$ cat src/rtl/reloc_guard.sv
module reloc_guard #(
  parameter int LA_W  = 12,
  parameter int PA_W  = 16,
  parameter int LIM_W = LA_W + 1
) (
  input  logic             clk,
  input  logic             rst_n,
  input  logic             req_valid,
  output logic             req_ready,
  input  logic [LA_W-1:0]  req_addr,
  input  logic             req_user,
  output logic             rsp_valid,
  input  logic             rsp_ready,
  output logic [PA_W-1:0]  rsp_addr,
  output logic [1:0]       rsp_fault,
  input  logic             cfg_we,
  input  logic             cfg_user,
  input  logic [PA_W-1:0]  cfg_base,
  input  logic [LIM_W-1:0] cfg_limit,
  output logic             cfg_denied
);
  localparam logic [1:0] F_OK    = 2'b00;
  localparam logic [1:0] F_BOUND = 2'b01;
  localparam logic [1:0] F_OVF   = 2'b10;

  logic [PA_W-1:0]  base_q;
  logic [LIM_W-1:0] limit_q;
  logic [PA_W:0]    sum;
  logic             in_bound;
  logic             accept;
  logic [PA_W-1:0]  nx_addr;
  logic [1:0]       nx_fault;

  assign req_ready = !rsp_valid || rsp_ready;
  assign accept    = req_valid && req_ready;
  assign sum       = {1'b0, base_q} + (PA_W+1)'(req_addr);
  assign in_bound  = LIM_W'(req_addr) < limit_q;

  always_comb begin
    nx_addr  = '0;
    nx_fault = F_OK;
    if (!req_user)
      nx_addr = PA_W'(req_addr);
    else if (!in_bound)
      nx_fault = F_BOUND;
    else if (sum[PA_W])
      nx_fault = F_OVF;
    else
      nx_addr = sum[PA_W-1:0];
  end

  always_ff @(posedge clk) begin
    if (!rst_n) begin
      base_q     <= '0;
      limit_q    <= '0;
      cfg_denied <= 1'b0;
    end else begin
      cfg_denied <= cfg_we && cfg_user;
      if (cfg_we && !cfg_user) begin
        base_q  <= cfg_base;
        limit_q <= cfg_limit;
      end
    end
  end

  always_ff @(posedge clk) begin
    if (!rst_n) begin
      rsp_valid <= 1'b0;
      rsp_addr  <= '0;
      rsp_fault <= F_OK;
    end else if (accept) begin
      rsp_valid <= 1'b1;
      rsp_addr  <= nx_addr;
      rsp_fault <= nx_fault;
    end else if (rsp_ready) begin
      rsp_valid <= 1'b0;
    end
  end
endmodule

$ cat config.mk
export PLATFORM = sky130hd
export DESIGN_NAME = reloc_guard
export DESIGN_NICKNAME = d
export VERILOG_FILES = /design/src/rtl/reloc_guard.sv
export SDC_FILE = /design/constraint.sdc
export NUM_CORES = 1
export LEC_CHECK = 0
export BUFFER_PORTS_ARGS = -buffer_cell sky130_fd_sc_hd__buf_2
export CAP_MARGIN = 10
export CORE_MARGIN = 3
export CORE_UTILIZATION = 54
export DETAILED_ROUTE_END_ITERATION = 10
export GPL_TIMING_DRIVEN = 0
export PLACE_DENSITY = 0.8
export SLEW_MARGIN = 20
export SYNTH_ARGS = -nofsm -noshare
export SYNTH_HDL_FRONTEND = slang
export SYNTH_SLANG_ARGS = --single-unit
$ cat constraint.sdc
create_clock -name clk -period 2.7 [get_ports clk]
set_input_delay 0.135 -clock clk [delete_from_list [all_inputs] [get_ports clk]]
set_output_delay 0.135 -clock clk [all_outputs]
set_load 0.03 [all_outputs]
-- Word level (Yosys, flattened, before mapping)
Cells that the tools add are included.
- muxes and demuxes: 8
- add/subtract/negate cells: 1
- order comparisons: 1
- reductions and logical operators: 7
- operators by type and width (cell ; count):
    2-to-1 mux 16 bit ; 3
    adder 16 x 12 -> 17 bit ; 1
    < comparator 12 x 13 -> 1 bit ; 1
    2-to-1 mux 2 bit ; 3
    logical AND 1 bit ; 3
    zero test 1 bit ; 2
    2-to-1 mux 1 bit ; 2
    nonzero test 2 bit ; 1
    logical OR 1 bit ; 1
- word-level logic and storage cells: 23
- register bits after elaboration: 49
- input port bits: 48

-- Depth between registers and ports, before layout
Gate-level depths: netlist of run 1.
- word-level depth: 4
- mapped depth: 10
- gate-level depth less buffers: 9

-- Worst setup path before layout of run 1
No wires, ideal clock.
- kind: register to register
- from: reg base_q[0]
- to: reg rsp_addr[1]
- path buffers: 1
- library setup time: 0.133 ns
- period minus slack after synthesis: 2.013 ns
- arrival: 1.880 ns
- required time: 2.567 ns
- setup slack: 0.687 ns
- cell stages (with the launch flop): 11
- cell sequence: dfxtp_1 -> ha_1 -> inv_1 -> fa_1 -> nor2b_1 -> o211ai_1 -> a31oi_1 -> o21ai_1 -> buf_6 -> nand3b_2 -> a21oi_2
- word-level cells in the longest chain between the ends: 4
- RTL lines (item ; RTL line ; RTL):
    from (decl) ; 26 ; logic [PA_W-1:0] base_q;
    from (signal assigned) ; 60 ; base_q <= cfg_base;
    adder 16 x 12 -> 17 bit ; 36 ; assign sum = {1'b0, base_q} + (PA_W+1)'(req_addr);
    2-to-1 mux 16 bit ; 46 ; else if (sum[PA_W])
    2-to-1 mux 16 bit ; 44 ; else if (!in_bound)
    2-to-1 mux 16 bit ; 42 ; if (!req_user)
    to (signal assigned) ; 73 ; rsp_addr <= nx_addr;
    to (decl) ; 14 ; output logic [PA_W-1:0] rsp_addr,
No other way between the ends.
A chain may end at the register's enable or synchronous reset.

-- Final worst setup path of run 1
- from: reg base_q[0]
- to: reg rsp_addr[2]
Same word-level chain as after synthesis.

==> results.toml, run 1 <==
[die]
core_sq_mm = 0.00494
ios = 69
dieWidth_microns = 79.0
row_count = 25
initial_core_util_pct = 58.2
design.die.area_sq_mm = 0.00623
fp.dieH_microns = 79.0

[setup_path]
cp_max_fo = 10
critical_path.top_delay_family = "compound AO/OA/AOI/OAI gates"
arrival_ps = 2630
cp_cell_sequence = "ha_1, inv_1, fa_1, nor2b_1, o211ai_1, a31oi_1, o21ai_1, buf_6, nand3_2, a21oi_2"
regToRegSetupSlack_ps = 240
endpoint_kind = "flop"
worst_ep_required_time_ps = 2870
crit_buf_inv = 2
crit_type = "reg2reg"
critPathMaxStageDelay_ps = 410
rr_startpoint = "base_q[0]"
cp_slowest_cell = "fa_1"
reg2regPathDepth = 10
critical_path.startpoint_type = "flop"
reg2reg_to = "rsp_addr[2]"

[yosys]
synth_nets = 424
synth.yosys.warnings = 0
yosysSeqAreaShare_pct = 34.1
syn_inst = 352
synth_top_area_share_pct = 34.1
syn_area_per_cell_sq_um = 8.16
synth.largest_area_cell = "dfxtp_1"
netlist_top_cells_area = "dfxtp_1, ha_1, a21oi_1"
netlist_area_sq_mm = 0.00287
ys_top_cells_by_count = "nand2_1, a21oi_1, dfxtp_1"
ys_async_sr_fraction_pct = 0
ys_types = 46
synth_seq_cells = 49
synth_edf_count = 0
yosysMostFrequentCell = "nand2_1"
synthFlopType = "dfxtp_1"

[clocking]
cts_max_level = 2
clockRootBuffer = "clkbuf_8"
post_cts_resized = 0
insertion_delay_ps = 300
clk_pin_slew_ps = 90
cts_setup_buffers = 0
tritoncts = "yes"
max-clock-path-buffers = 2
numCtsBuffers = 5
holdBufCountCts = 0
clock-sinks = 49

[route]
post-route-drc-count = 0
ant_nets = 0
post_drt_wl_per_cell_microns = 15.0
drt-initial-drc-count = 249
vias = 2750
vias_per_cell = 5.56
firstDrtPassIters = 4
routed_wl_microns = 7410

[timing]
max_slew.worst_pin.slew_ps = 660
finalSetupViolCount = 0
fin_crit_ps = 2460
slew-limit-headroom_pct = 56.0
tns_ps = 0
rsz0062_at_grt = "false"
fin_crit_sh_pct = 91.3
fin_ws_ps = 236
slew_violations = 0
final_hold_viol_count = 0
fmax_mhz = 406
fin_skew_ps = 6.96

[final_layout]
num_antenna_cells = 0
multiInputGateArea_sq_mm = 0.00175
n_fill_cell = 447
finalNonFillerCells = 495
regArea_sq_um = 981
synthToLayoutAreaGrowth_pct = 17.8
final_nets = 499
drive_above_1_share_pct = 24.1

[global_routing]
grt_pass1_vias = 2586
antenna_found_initial = 0
overflow = 0
grt_pass1_wl_microns = 12100
grt_max_degree = 16
grtUsageTotal_pct = 24.7

[pwr]
p_sw_share_pct = 31.2
p_seq_share_pct = 49.7
power.total_mw = 1.57
ir_drop_mv = 0.297
pwr-share-clk_pct = 27.2
p_per_area_mw_per_mm2 = 463
p_leak_nw = 1.40
internal_power_mw = 1.08
netSwitchingPower_mw = 0.489
combPwrFrac_pct = 23.1

[placement]
place_congestion = 0.911
place_inst = 487
place_ws_ps = 304
place_hpwl_microns = 5800
portBuffers = 68

[run_status]
run_status = "completed"

[run]
max_cap_viol_count = 0

[worst_hold_path]
min_path_type = "in2reg"
hold_start = "cfg_limit[4]"
hold_path_depth = 3
min_to = "limit_q[4]"
power by group through the flow:
stage | Clock, mW | Sequential [mW] | Combinational [mW]
finish | 0.426 | 0.778 | 0.361
global route | 0.462 | 0.782 | 0.399
CTS | 0.433 | 0.778 | 0.359
detailed placement | 0 | 0.795 | 0.357
global placement | 0 | 0.793 | 0.349
floorplan | 0 | 0.820 | 0.216
cells by family (layout without fill, tap and decap cells):
logic type | Yosys count | after routing | share of synthesized area (%)
flops | 49 | 49 | 34.1
simple gates | 135 | 135 | 24.9
compound gates | 98 | 98 | 21.5
fa+ha+maj | 24 | 24 | 10.7
xor+xnor | 13 | 13 | 3.96
buf+inv | 33 | 109 | 4.83
per-layer routing:
metal / share of wire, % / up-vias / global-route usage, % / wire length [microns]
met5: 0 / - / 0 / 0
met4: 1.9 / 0 / 8.08 / 141
met3: 5.6 / 12 / 4.08 / 415
met2: 46 / 85 / 41.0 / 3440
met1: 46 / 1267 / 32.8 / 3420
li1: - / 1386 / - / -
worst max-delay path by stage:
stage | from | endpoint | slack, ps | cells after the start
finish | base_q[0] | rsp_addr[2] | 240 | 10
global route | base_q[0] | rsp_addr[9] | 40 | 10
CTS | base_q[0] | rsp_addr[6] | 280 | 10
detailed placement | base_q[0] | rsp_addr[1] | 300 | 10
global placement | base_q[0] | rsp_addr[1] | 380 | 10
floorplan | base_q[0] | rsp_addr[1] | 690 | 10
registers in the layout, indices dropped and copies added, names as in the netlist:
register	cells
base_q	16
cfg_denied	1
limit_q	13
rsp_valid	1
rsp_addr	16
rsp_fault	2
placed cells by master (no fill, tap or decap), drive strengths merged, types with 2 or more instances in the layout:
cell,netlist,routed
o22ai,2,2
nor3,8,8
clkbuf,9,14
a211oi,3,3
o21a,4,4
o211ai,5,5
nand2,66,66
and3,7,7
dfxtp,49,49
nand3,16,16
a2111oi,2,2
nor2,10,10
inv,17,17
nor3b,11,11
buf,7,75
and4,2,2
nor2b,3,3
xor2,5,5
and2,2,2
a21oi,66,66
nand4,3,3
xnor2,8,8
ha,23,23
nand2b,3,3
o21ai,6,6
nand3b,2,2
a21o,2,2
clkinv,0,2
worst register-to-register path: stages, from the launching register on:
cell and delay [ps]:
dfxtp_1 340, ha_1 200, inv_1 70, fa_1 410
nor2b_1 250, o211ai_1 170, a31oi_1 290, o21ai_1 220
buf_6 220, nand3_2 90, a21oi_2 50
layout make-up:
cell class | count | area share (%)
plain buffers | 16 | 2.22
clock buffers | 5 | 2.03
flip-flops and latches | 49 | 29.0
inverters | 17 | 1.89
clock inverters | 3 | 0.518
multi-input cells | 270 | 51.8
well taps | 67 | 2.48
repair buffers | 68 | 10.1
metrics by stage:
| step | cell area, sq um | utilization (%) | hold slack [ps] |
|---|---|---|---|
| final | 3380 | 68.5 | 58.1 |
| after global routing | 3380 | 68.5 | 58.4 |
| after CTS | 3380 | 68.5 | 54.3 |
| after detailed placement | 3300 | 66.7 | 383 |
| after global placement | 3300 | 66.7 | 377 |
| after floorplan | 2870 | - | 264 |
(Power assumes the default switching activity.)
==> inputs of run 2 (changes only) <==
--- a/config.mk
+++ b/config.mk
@@ -7,7 +7,6 @@
 export LEC_CHECK = 0
 export BUFFER_PORTS_ARGS = -buffer_cell sky130_fd_sc_hd__buf_2
 export CAP_MARGIN = 10
-export CORE_MARGIN = 3
 export CORE_UTILIZATION = 54
 export DETAILED_ROUTE_END_ITERATION = 10
 export GPL_TIMING_DRIVEN = 0
==> run 2 against run 1 <==
Net effect:
- power up 2.9%
- design area up 0.55%
- hold slack better by 11 ps
- utilization down 1.8 points
- sequential share of layout area down 0.16 points
- die area down 9.9%
- via count down 1.9%
- largest cell class unchanged
==> results.toml, run 2 (synthesis results as in run 1) <==
[die]
dieWidth_microns = 75.0
ios = 69
design.die.area_sq_mm = 0.00562
core_sq_mm = 0.00511
fp.dieH_microns = 75.0
row_count = 26
initial_core_util_pct = 56.3

[pwr]
combPwrFrac_pct = 22.4
p_per_area_mw_per_mm2 = 473
internal_power_mw = 1.13
netSwitchingPower_mw = 0.481
p_leak_nw = 1.41
power.total_mw = 1.61
p_seq_share_pct = 48.3
p_sw_share_pct = 29.8
ir_drop_mv = 0.293
pwr-share-clk_pct = 29.3

[global_routing]
overflow = 0
grtUsageTotal_pct = 27.0
grt_max_degree = 15
grt_busiest_layer = "met2"
grt_pass1_vias = 2377
antenna_found_initial = 0
use_met3_pct = 4.02
met2_usage_pct = 44.2
use_met1_pct = 36.6
grt_pass1_wl_microns = 11300

[setup_path]
regToRegSetupSlack_ps = 300
worst_ep_required_time_ps = 2870
cp_max_fo = 10
reg2regPathDepth = 10
critical_path.startpoint_type = "flop"
crit_type = "reg2reg"
rr_startpoint = "base_q[0]"
endpoint_kind = "flop"
arrival_ps = 2570
reg2reg_to = "rsp_addr[1]"

[route]
post-route-drc-count = 0
ant_nets = 0
post_drt_wl_per_cell_microns = 14.4
routed_wl_microns = 7150
firstDrtPassIters = 4
vias = 2697
drt-initial-drc-count = 229
vias_per_cell = 5.42

[timing]
rsz0062_at_grt = "false"
slew_violations = 0
finalSetupViolCount = 0
fin_crit_ps = 2400
final_hold_viol_count = 0
fin_skew_ps = 11.0
fmax_mhz = 417
tns_ps = 0
slew-limit-headroom_pct = 55.0
max_slew.worst_pin.slew_ps = 675
fin_crit_sh_pct = 88.8

[run]
max_cap_viol_count = 0

[final_layout]
top_regs = "base_q (16), rsp_addr (16), limit_q (13)"
num_antenna_cells = 0
drive_above_1_share_pct = 24.1
final_nets = 499
utilization_pct = 66.6
final_cell_mix = "buf_2, nand2_1, a21oi_1"
mostFrequentLayoutCell = "buf_2"
synthToLayoutAreaGrowth_pct = 18.4

[clocking]
holdBufCountCts = 0
cts_max_level = 2
clock-sinks = 49
clk_pin_slew_ps = 100
tritoncts = "yes"
post_cts_resized = 0
clockRootBuffer = "clkbuf_8"
numCtsBuffers = 5
max-clock-path-buffers = 2
cts_setup_buffers = 0
insertion_delay_ps = 300

[worst_hold_path]
min_to = "limit_q[5]"
hold_path_depth = 3
min_path_type = "in2reg"
hold_start = "cfg_limit[5]"

[placement]
portBuffers = 68
place_congestion = 0.893
place_hpwl_microns = 5530

[run_status]
run_status = "completed"
-- run 2: changes by cell type in the layout (fill, tap and decap cells not counted) --
cell,previous run,this run
clkbuf_8,5,7
clkinvlp_4,1,0
clkinv_2,2,1
-- run 2: layout make-up --
| cell class | count | area (sq um) |
|---|---|---|
| buffer | 16 | 75.1 |
| clock buffer | 7 | 96.3 |
| clock inverter | 1 | 5.00 |
| fill | 460 | 1700 |
| inverter | 17 | 63.8 |
| multi-input combinational | 270 | 1750 |
| sequential | 49 | 981 |
| tap | 70 | 87.6 |
| timing repair buffer | 68 | 340 |
-- run 2: worst max-delay path, stage by stage (launching register included) --
cell and delay (ps):
dfxtp_1 340, ha_1 200, inv_1 70, fa_1 410
nor2b_1 250, o211ai_1 170, a31oi_1 290, o21ai_1 210
buf_6 210, nand3b_2 90, a21oi_2 50
-- run 2: worst max-delay path by stage --
stage | from | endpoint | slack [ps] | cells past startpoint
floorplan | base_q[0] | rsp_addr[1] | 690 | 10
global placement | base_q[0] | rsp_addr[1] | 360 | 10
detailed placement | base_q[0] | rsp_addr[1] | 320 | 10
CTS | base_q[0] | rsp_addr[1] | 310 | 10
global route | base_q[0] | rsp_addr[8] | 150 | 10
finish | base_q[0] | rsp_addr[1] | 300 | 10
-- run 2: power groups by stage --
stage / combinational [mW] / clock [mW] / sequential, mW
5_1_grt: 0.396 / 0.511 / 0.782
3_5_place_dp: 0.356 / 0 / 0.794
4_1_cts: 0.359 / 0.478 / 0.778
3_3_place_gp: 0.349 / 0 / 0.793
6_report: 0.361 / 0.472 / 0.778
2_1_floorplan: 0.216 / 0 / 0.820
-- run 2: layer usage --
metal	wire [microns]	up-vias
li1	-	1385
met1	3350	1220
met2	3260	79
met3	398	13
met4	145	0
met5	0	-
-- run 2: through the flow --
step	cells	hold WS, ps	instance area (sq um)	setup slack (ps)
3_3_place_gp	490	377	3300	362
2_1_floorplan	352	264	2870	687
5_1_grt	498	63.1	3400	149
4_1_cts	498	65.1	3400	314
6_report	498	68.9	3400	302
3_5_place_dp	490	380	3300	322
